--- config.mk ---
export PLATFORM = sky130hd
export DESIGN_NAME = ivt_regif
export DESIGN_NICKNAME = d
export VERILOG_FILES = /design/src/rtl/ivt_pkg.sv /design/src/rtl/ivt_ctl_decode.sv /design/src/rtl/ivt_chan_port.sv /design/src/rtl/ivt_regif.sv
export SDC_FILE = /design/constraint.sdc
export NUM_CORES = 1
export LEC_CHECK = 0
export BUFFER_PORTS_ARGS = -buffer_cell sky130_fd_sc_hd__buf_2
export CORE_UTILIZATION = 57
export DETAILED_ROUTE_END_ITERATION = 7
export HOLD_SLACK_MARGIN = 0.12
export PLACE_DENSITY_LB_ADDON = 0.08
export SKIP_CTS_REPAIR_TIMING = 1
export SYNTH_ARGS = -nofsm -noshare
export SYNTH_HDL_FRONTEND = slang
export SYNTH_SLANG_ARGS = --single-unit
--- constraint.sdc ---
create_clock -name clk -period 2.1 [get_ports clk]
set_input_delay 0.105 -clock clk [delete_from_list [all_inputs] [get_ports clk]]
set_output_delay 0.105 -clock clk [all_outputs]
set_load 0.02 [all_outputs]
--- src/rtl/ivt_pkg.sv ---
package ivt_pkg;
  localparam int BW     = 8;   // bus byte width
  localparam int CW     = 16;  // count width
  localparam int MW     = 3;   // counting mode width
  localparam int NCH    = 3;   // channels
  localparam int AW     = 2;   // address width
  localparam int NPORT  = 1 << AW;

  // byte order codes; BS_NONE doubles as "count capture / nothing pending"
  typedef enum logic [1:0] {
    BS_NONE = 2'd0,
    BS_LO   = 2'd1,
    BS_HI   = 2'd2,
    BS_LH   = 2'd3
  } byte_sel_e;

  function automatic logic [BW-1:0] status_byte(input logic lvl, input byte_sel_e bs,
                                                input logic [MW-1:0] md, input logic dec);
    return {lvl, 1'b0, bs, md, dec};
  endfunction

  function automatic logic [CW-1:0] load_word(input byte_sel_e bs, input logic [BW-1:0] held,
                                              input logic [BW-1:0] b);
    case (bs)
      BS_LO:   return {{(CW-BW){1'b0}}, b};
      BS_HI:   return {b, {(CW-BW){1'b0}}};
      default: return {b, held};
    endcase
  endfunction

  function automatic logic [BW-1:0] byte_of(input logic [CW-1:0] w, input logic hi);
    return hi ? w[CW-1:BW] : w[BW-1:0];
  endfunction
endpackage

--- src/rtl/ivt_ctl_decode.sv ---
module ivt_ctl_decode
  import ivt_pkg::*;
(
  input  logic            wr_en,
  input  logic            rd_en,
  input  logic [AW-1:0]   addr,
  input  logic [BW-1:0]   wdata,
  output logic            ctl_wr,
  output byte_sel_e       new_bs,
  output logic [NCH-1:0]  ctl_set,
  output logic [NCH-1:0]  cap_cnt,
  output logic [NCH-1:0]  cap_st,
  output logic [NCH-1:0]  dat_wr,
  output logic [NCH-1:0]  dat_rd
);
  localparam logic [AW-1:0] CTL_ADDR = AW'(NPORT - 1);

  logic          readback;
  logic [AW-1:0] sel;

  assign ctl_wr   = wr_en && (addr == CTL_ADDR);
  assign sel      = wdata[7:6];
  assign readback = (sel == CTL_ADDR);
  assign new_bs   = byte_sel_e'(wdata[5:4]);

  for (genvar i = 0; i < NCH; i++) begin : g_dec
    logic hit, rb_hit;
    assign hit        = ctl_wr && !readback && (sel == AW'(i));
    assign rb_hit     = ctl_wr && readback && wdata[i+1];
    assign ctl_set[i] = hit && (new_bs != BS_NONE);
    assign cap_cnt[i] = (hit && (new_bs == BS_NONE)) || (rb_hit && !wdata[5]);
    assign cap_st[i]  = rb_hit && !wdata[4];
    assign dat_wr[i]  = wr_en && (addr == AW'(i));
    assign dat_rd[i]  = rd_en && (addr == AW'(i));
  end
endmodule

--- src/rtl/ivt_chan_port.sv ---
module ivt_chan_port
  import ivt_pkg::*;
(
  input  logic            clk,
  input  logic            rst_n,
  input  logic            ctl_set,
  input  byte_sel_e       new_bs,
  input  logic [MW-1:0]   new_mode,
  input  logic            new_bcd,
  input  logic            cap_cnt,
  input  logic            cap_st,
  input  logic            dat_wr,
  input  logic            dat_rd,
  input  logic [BW-1:0]   wdata,
  input  logic [CW-1:0]   live_cnt,
  input  logic            out_lvl,
  output logic [BW-1:0]   rd_byte,
  output logic            load_stb,
  output logic [CW-1:0]   load_val,
  output logic [MW-1:0]   mode,
  output logic            bcd,
  output logic            cnt_held,
  output logic            st_held
);
  byte_sel_e       bs, snap_bs;
  logic            wr_hi, rd_hi;
  logic [BW-1:0]   held;
  logic [CW-1:0]   snap_cnt;
  logic [BW-1:0]   snap_st;

  assign cnt_held = (snap_bs != BS_NONE);

  always_comb begin
    if (st_held)       rd_byte = snap_st;
    else if (cnt_held) rd_byte = byte_of(snap_cnt, snap_bs == BS_HI);
    else               rd_byte = byte_of(live_cnt, (bs == BS_HI) || ((bs == BS_LH) && rd_hi));
  end

  always_ff @(posedge clk) begin
    if (!rst_n) begin
      bs       <= BS_LH;
      mode     <= '0;
      bcd      <= 1'b0;
      wr_hi    <= 1'b0;
      rd_hi    <= 1'b0;
      held     <= '0;
      load_stb <= 1'b0;
      load_val <= '0;
      snap_bs  <= BS_NONE;
      snap_cnt <= '0;
      st_held  <= 1'b0;
      snap_st  <= '0;
    end else begin
      load_stb <= 1'b0;
      if (dat_wr) begin
        if ((bs == BS_LH) && !wr_hi) begin
          held  <= wdata;
          wr_hi <= 1'b1;
        end else begin
          load_val <= load_word(bs, held, wdata);
          load_stb <= 1'b1;
          wr_hi    <= 1'b0;
        end
      end
      if (dat_rd) begin
        if (st_held)           st_held <= 1'b0;
        else if (cnt_held)     snap_bs <= (snap_bs == BS_LH) ? BS_HI : BS_NONE;
        else if (bs == BS_LH)  rd_hi   <= ~rd_hi;
      end
      if (ctl_set) begin
        bs    <= new_bs;
        mode  <= new_mode;
        bcd   <= new_bcd;
        wr_hi <= 1'b0;
        rd_hi <= 1'b0;
      end
      if (cap_cnt && !cnt_held) begin
        snap_cnt <= live_cnt;
        snap_bs  <= bs;
      end
      if (cap_st && !st_held) begin
        snap_st <= status_byte(out_lvl, bs, mode, bcd);
        st_held <= 1'b1;
      end
    end
  end
endmodule

--- src/rtl/ivt_regif.sv ---
module ivt_regif
  import ivt_pkg::*;
(
  input  logic               clk,
  input  logic               rst_n,
  input  logic               wr_en,
  input  logic               rd_en,
  input  logic [AW-1:0]      addr,
  input  logic [BW-1:0]      wdata,
  output logic [BW-1:0]      rdata,
  input  logic [NCH*CW-1:0]  live_cnt,
  input  logic [NCH-1:0]     out_lvl,
  output logic [NCH-1:0]     load_stb,
  output logic [NCH*CW-1:0]  load_val,
  output logic [NCH*MW-1:0]  cnt_mode,
  output logic [NCH-1:0]     cnt_bcd
);
  logic                       ctl_wr;
  byte_sel_e                  new_bs;
  logic [NCH-1:0]             ctl_set, cap_cnt, cap_st, dat_wr, dat_rd;
  logic [NCH-1:0]             cnt_held, st_held;
  logic [NPORT-1:0][BW-1:0]   rd_bus;

  ivt_ctl_decode u_dec (
    .wr_en   (wr_en),
    .rd_en   (rd_en),
    .addr    (addr),
    .wdata   (wdata),
    .ctl_wr  (ctl_wr),
    .new_bs  (new_bs),
    .ctl_set (ctl_set),
    .cap_cnt (cap_cnt),
    .cap_st  (cap_st),
    .dat_wr  (dat_wr),
    .dat_rd  (dat_rd)
  );

  for (genvar i = 0; i < NCH; i++) begin : g_ch
    ivt_chan_port u_ch (
      .clk      (clk),
      .rst_n    (rst_n),
      .ctl_set  (ctl_set[i]),
      .new_bs   (new_bs),
      .new_mode (wdata[3:1]),
      .new_bcd  (wdata[0]),
      .cap_cnt  (cap_cnt[i]),
      .cap_st   (cap_st[i]),
      .dat_wr   (dat_wr[i]),
      .dat_rd   (dat_rd[i]),
      .wdata    (wdata),
      .live_cnt (live_cnt[i*CW +: CW]),
      .out_lvl  (out_lvl[i]),
      .rd_byte  (rd_bus[i]),
      .load_stb (load_stb[i]),
      .load_val (load_val[i*CW +: CW]),
      .mode     (cnt_mode[i*MW +: MW]),
      .bcd      (cnt_bcd[i]),
      .cnt_held (cnt_held[i]),
      .st_held  (st_held[i])
    );
  end

  for (genvar p = NCH; p < NPORT; p++) begin : g_pad
    assign rd_bus[p] = '0;
  end

  always_ff @(posedge clk) begin
    if (!rst_n)     rdata <= '0;
    else if (rd_en) rdata <= rd_bus[addr];
  end
endmodule

* Yosys cells after proc, flatten, opt, wreduce, memory -nomap -nowiden
Index checks and enable logic that the tools add are counted. W data, S select, Z words.
Storage, ports and cells: register bits after elaboration 185, latch bits 0, bits in writable memories 0, memory bits (read-only) 0, logic and storage cells 210, memories 0
Operators by class: add/subtract/negate cells 0, multipliers 0, divide/modulo/power cells 0, $lt $le $gt $ge 1, equal/unequal tests 24, shift operators 0, muxes and demuxes 44, bitwise operators 13, reductions and logical operators 91
Operator list (number):
- $mux W8 | 13
- $pmux W16 S2 | 3
- $logic_and A1 B1 Y1 | 39
- $eq A2 B2 Y1 const B | 16
- $mux W2 | 15
- $reduce_bool A2 Y1 | 13
- $reduce_and A2 Y1 | 9
- $bmux W8 S2 | 1
- $not A1 Y1 | 13
- $logic_not A1 Y1 | 12
- $mux W1 | 12
- $reduce_and A4 Y1 | 3
- $eq A2 B1 Y1 const B | 5
- $reduce_and A3 Y1 | 3
- $logic_not A2 Y1 | 3
- $logic_or A1 B1 Y1 | 6
- $ne A2 B2 Y1 const B | 3
- $reduce_or A2 Y1 | 3
- $lt A2 B3 Y1 const B | 1

* Depth between registers and ports, before layout
depth after elaboration 9, depth in mapped cells 8, gate-level depth less buffers 7

* Modules after synthesis
From an unflattened synthesis, not the netlist that was laid out.
Second synthesis, totals: cell total of the unflattened synthesis 962, area total of the unflattened synthesis 9075.0 um2
Modules (own cells, without submodules):
- ivt_chan_port | times used 3, cells each 293, area an instance 2796.4 um2
- ivt_regif | times used 1, cells each 52, area an instance 437.9 um2
- ivt_ctl_decode | times used 1, cells each 31, area an instance 247.7 um2

* Least setup slack after synthesis
Ideal clock, no wire load.
path type flip-flop to flip-flop, start register g_ch[1].u_ch.bs[0], end register rdata[6], setup time 133 ps, arrival 1786 ps, path slack 181 ps, cell stages (with the launch flop) 8, buffers on the path 0, clock period less this slack 1919 ps, path through dfxtp_1 inv_1 ha_1 a21oi_4 mux2_1 a222oi_1 o32a_1 a31oi_1
On the way: longest elaborated chain between the ends 8, elaborated cells between the ends (all ways) 9, classes of those cells eq/ne: 2; mux: 5; reduce/logical: 2
Ends and longest elaborated chain:
- start: declaration | RTL line ivt_chan_port.sv:25 | byte_sel_e bs, snap_bs;
- start signal: assignment | RTL line ivt_chan_port.sv:71 | bs <= new_bs;
- $eq A2 B2 Y1 | RTL line ivt_chan_port.sv:36 | else rd_byte = byte_of(live_cnt, (bs == BS_HI) || ((bs == BS_LH) && rd_hi));
- $logic_and A1 B1 Y1 | RTL line ivt_chan_port.sv:36
- $logic_or A1 B1 Y1 (*) | RTL line ivt_chan_port.sv:36
- $mux W8 (*) | RTL line ivt_pkg.sv:32 | return hi ? w[CW-1:BW] : w[BW-1:0];
- $mux W8 (*) | RTL line ivt_chan_port.sv:35 | else if (cnt_held) rd_byte = byte_of(snap_cnt, snap_bs == BS_HI);
- $mux W8 (*) | RTL line ivt_chan_port.sv:34 | if (st_held) rd_byte = snap_st;
- $bmux W8 S2 (*) | RTL line ivt_regif.sv:69 | else if (rd_en) rdata <= rd_bus[addr];
- $mux W8 (not written as such) (*) | RTL line ivt_regif.sv:69
- end signal: assignment | RTL line ivt_regif.sv:69
- end: declaration | RTL line ivt_regif.sv:10 | output logic [BW-1:0] rdata,
Mark *: on every way between the ends. The rest lies on a longest branch, timed or not. The select of a mux whose other input is x is not followed. A chain may end at the register's enable or synchronous reset.

* Worst setup path after layout
start register g_ch[2].u_ch.bs[0], end register rdata[1]
On the way: longest elaborated chain between the ends 8, elaborated cells between the ends (all ways) 9, classes of those cells eq/ne: 2; mux: 5; reduce/logical: 2
Ends and longest elaborated chain (RTL line):
- start: declaration | ivt_chan_port.sv:25
- start signal: assignment | ivt_chan_port.sv:71
- $eq A2 B2 Y1 | ivt_chan_port.sv:36
- $logic_and A1 B1 Y1 | ivt_chan_port.sv:36
- $logic_or A1 B1 Y1 (*) | ivt_chan_port.sv:36
- $mux W8 (*) | ivt_pkg.sv:32
- $mux W8 (*) | ivt_chan_port.sv:35
- $mux W8 (*) | ivt_chan_port.sv:34
- $bmux W8 S2 (*) | ivt_regif.sv:69
- $mux W8 (not written as such) (*) | ivt_regif.sv:69
Marked as above.

==> flow_metrics.tcl <==
set metrics [dict create \
    final_max_slew_viol_count 0 \
    grt_max_degree 73 \
    coreArea_sq_um 14100 \
    antenna_found_initial 0 \
    path_delay_family "compound AO/OA/AOI/OAI gates" \
    fmax_ghz 0.499 \
    fin_crit_ns 2.01 \
    dp_cells 1264 \
    clockBufferDepth 2 \
    clk_pin_slew_ns 0.07 \
    vias 7727 \
    synth_edf_count 0 \
    wire_per_inst_um 17.4 \
    hpwl_mm 15.6 \
    synth_seq_area_share_pct 44.4 \
    grt_usage_pct 30.5 \
    fin_cells 1353 \
    grt_pass1_wl_mm 35.2 \
    syn_inst 996 \
    gr-total-overflow 0 \
    antennaDiodeCount 0 \
    tightest_slew_ns 0.672 \
    p_leak_nw 4.16 \
    wl_mm 23.6 \
    cp_max_fo 8 \
    end_kind "register" \
    layout.nets 1234 \
    fin_setup_tns_ns 0 \
    drc 0 \
    setup_viol 0 \
    cts_root_buf "clkbuf_16" \
    clk_latency_ns 0.43 \
    top_level_ports 136 \
    r2r_cells 9 \
    fin_hold_ws_ns 0.136 \
    synth-warning-count 0 \
    synth_area_sq_um 8340 \
    status "complete, no violations" \
    cts.sinks 185 \
    slowest_delay_ns 0.38 \
    start_kind "register" \
    worstPathRequired_ns 2.42 \
    met2_length_mm 10.8 \
    grt_setup_unrepaired "no" \
    yosysUniqueCellTypes 60 \
    synth_seq_cells 185 \
    ys_async_sr_fraction_pct 0 \
    drv_cap 0 \
    crit_chain "inv_1 > ha_1 > a21oi_4 > buf_4 > mux2i_1 > a2111oi_2 > buf_4 > a311oi_1 > a21oi_1" \
    antenna_violating_nets_post_route 0 \
    relSlewSlack_pct 55.2 \
    critPathBufInv 3 \
    rows 43 \
    min_path_type "in2reg" \
    path_class "reg2reg" \
    holdPathStages 3 \
    cp.depth 9 \
    r2r_end "rdata[1]" \
    startpoint "g_ch[2].u_ch.bs[0]" \
    post-route-util_pct 73.8 \
    h-tree-depth 4 \
    dp_slack_ns -0.0551 \
    gp_congestion 0.976 \
    drive_gt1_share_pct 20.5 \
    numCtsBuffers 17 \
    wl_met3_mm 1.64 \
    portBuffers 135 \
    vdd_drop_max_mv 0.704 \
    worstReg2RegStart "g_ch[2].u_ch.bs[0]" \
    drtPass1Iterations 5 \
    cts_tree "done" \
    period_share_pct 95.5 \
    slowest_stage "dfxtp_1" \
    die_x_um 123 \
    fin_skew_ns 0.00649 \
    wl_met1_mm 10.8 \
    crit_path_end "rdata[1]" \
    viasPerCell 5.71 \
    powerDensity_nw_per_um2 730 \
    rrSetupSlack_ns 0.09 \
    ys.flop_type "dfxtp_1" \
    grt_pass1_vias 6583 \
    syn_nets 1070 \
    die_area_sq_um 15100 \
    hold_viol 0 \
    initial_core_util_pct 59.2 \
    area_growth_pct 24.7 \
    arrival_ns 2.32 \
    postLayoutSetupSlackWorst_ns 0.0941 \
    syn_avg_cell_area_sq_um 8.38 \
    dr.max_layer_used "met4" \
    drt-initial-drc-count 614 \
    die_y_um 123 \
    cpMostUsedCell "buf_4" \
]
## registers in the layout, indices dropped and copies added (netlist names)
name and count:
g_ch.u_ch.mode 9, g_ch.u_ch.snap_cnt 48, rdata 8, g_ch.u_ch.held 24, g_ch.u_ch.load_val 48, g_ch.u_ch.bcd 3, g_ch.u_ch.snap_st 21, g_ch.u_ch.snap_bs 6
g_ch.u_ch.load_stb 3, g_ch.u_ch.wr_hi 3, g_ch.u_ch.bs 6, g_ch.u_ch.rd_hi 3, g_ch.u_ch.st_held 3
## worst reg2reg max path: stages, from the launching register on
cell and delay (ns):
dfxtp_1 0.38, inv_1 0.06, ha_1 0.23, a21oi_4 0.13
buf_4 0.20, mux2i_1 0.26, a2111oi_2 0.11, buf_4 0.17
a311oi_1 0.25, a21oi_1 0.10
## layer usage
metal,global-route usage [%],up-vias
met5,0,-
met4,8.89,0
met3,7.52,33
met2,45.5,322
met1,43.6,3621
li1,-,3751
## area by class of cell
class	instances	area, sq um
Inverter	11	43.8
Sequential cell	185	3700
Tap cell	180	225
Timing Repair Buffer	235	1610
Clock buffer	19	453
Clock inverter	13	145
Multi-Input combinational cell	710	4220
Fill cell	1106	3690
## kinds of logic (layout without fill, tap and decap cells)
kind of cell | count (synthesis) | count (layout) | share of synthesized area, %
simple gates | 427 | 427 | 23.3
xor+xnor | 3 | 3 | 0.315
fa+ha+maj | 9 | 9 | 1.35
buf+inv | 101 | 278 | 5.46
mux | 96 | 96 | 11.6
flops | 185 | 185 | 44.4
compound gates | 175 | 175 | 13.6
## cells in the mapped netlist (all sizes together) (7+ instances only)
cell type | number | area, sq um
dfxtp | 185 | 3700
nand2 | 148 | 556
a21oi | 82 | 437
nand2b | 18 | 113
nor2b | 11 | 68.8
mux2i | 93 | 931
nor3 | 33 | 165
a211oi | 25 | 188
a221oi | 7 | 61.3
nor2 | 139 | 539
nand3 | 43 | 220
buf | 34 | 204
clkbuf | 56 | 210
nor3b | 11 | 108
o21ai | 22 | 110
inv | 11 | 41.3
ha | 9 | 113
## through the flow
stage	power, mW	cell area (sq um)
global route	7.83	10400
detailed placement	4.32	9200
global placement	4.31	9200
CTS	7.53	9800
finish	7.60	10400
floorplan	4.06	8340
## worst min path at each step
stage	start	end	slack [ns]
after global routing	wdata[0]	g_ch[1].u_ch.load_val[8]	0.12
after detailed placement	out_lvl[0]	g_ch[0].u_ch.snap_st[7]	0.36
final	wdata[3]	g_ch[1].u_ch.load_val[11]	0.14
after floorplan	live_cnt[16]	g_ch[1].u_ch.snap_cnt[0]	0.24
after CTS	out_lvl[0]	g_ch[0].u_ch.snap_st[7]	-0.1
after global placement	out_lvl[0]	g_ch[0].u_ch.snap_st[7]	0.35
## layout by cell type (no fill, tap or decap), types with 4 or more instances in the layout
| cell type | n |
|---|---|
| buf_4 | 40 |
| nor3b_1 | 6 |
| nand2_1 | 148 |
| o211ai_1 | 6 |
| nor3_1 | 33 |
| inv_1 | 8 |
| clkbuf_16 | 17 |
| dfxtp_1 | 184 |
| clkinv_4 | 4 |
| or2_2 | 4 |
| nand3b_1 | 6 |
| nand2b_1 | 18 |
| nor3b_2 | 5 |
| mux2i_1 | 93 |
| a211oi_1 | 25 |
| ha_1 | 8 |
| nor2_1 | 136 |
| a21oi_1 | 79 |
| a221o_1 | 4 |
| dlygate4sd3_1 | 57 |
| buf_2 | 135 |
| o21ai_0 | 21 |
| nand3_1 | 42 |
| a311oi_1 | 5 |
| a221oi_1 | 7 |
| nor2b_1 | 11 |
## power breakdown
| part | internal, mW | switching, mW |
|---|---|---|
| Sequential | 3.57 | 0.0403 |
| Combinational | 0.313 | 0.425 |
| Clock | 1.83 | 1.42 |
| Total | 5.71 | 1.89 |
(Power assumes the default switching activity.)
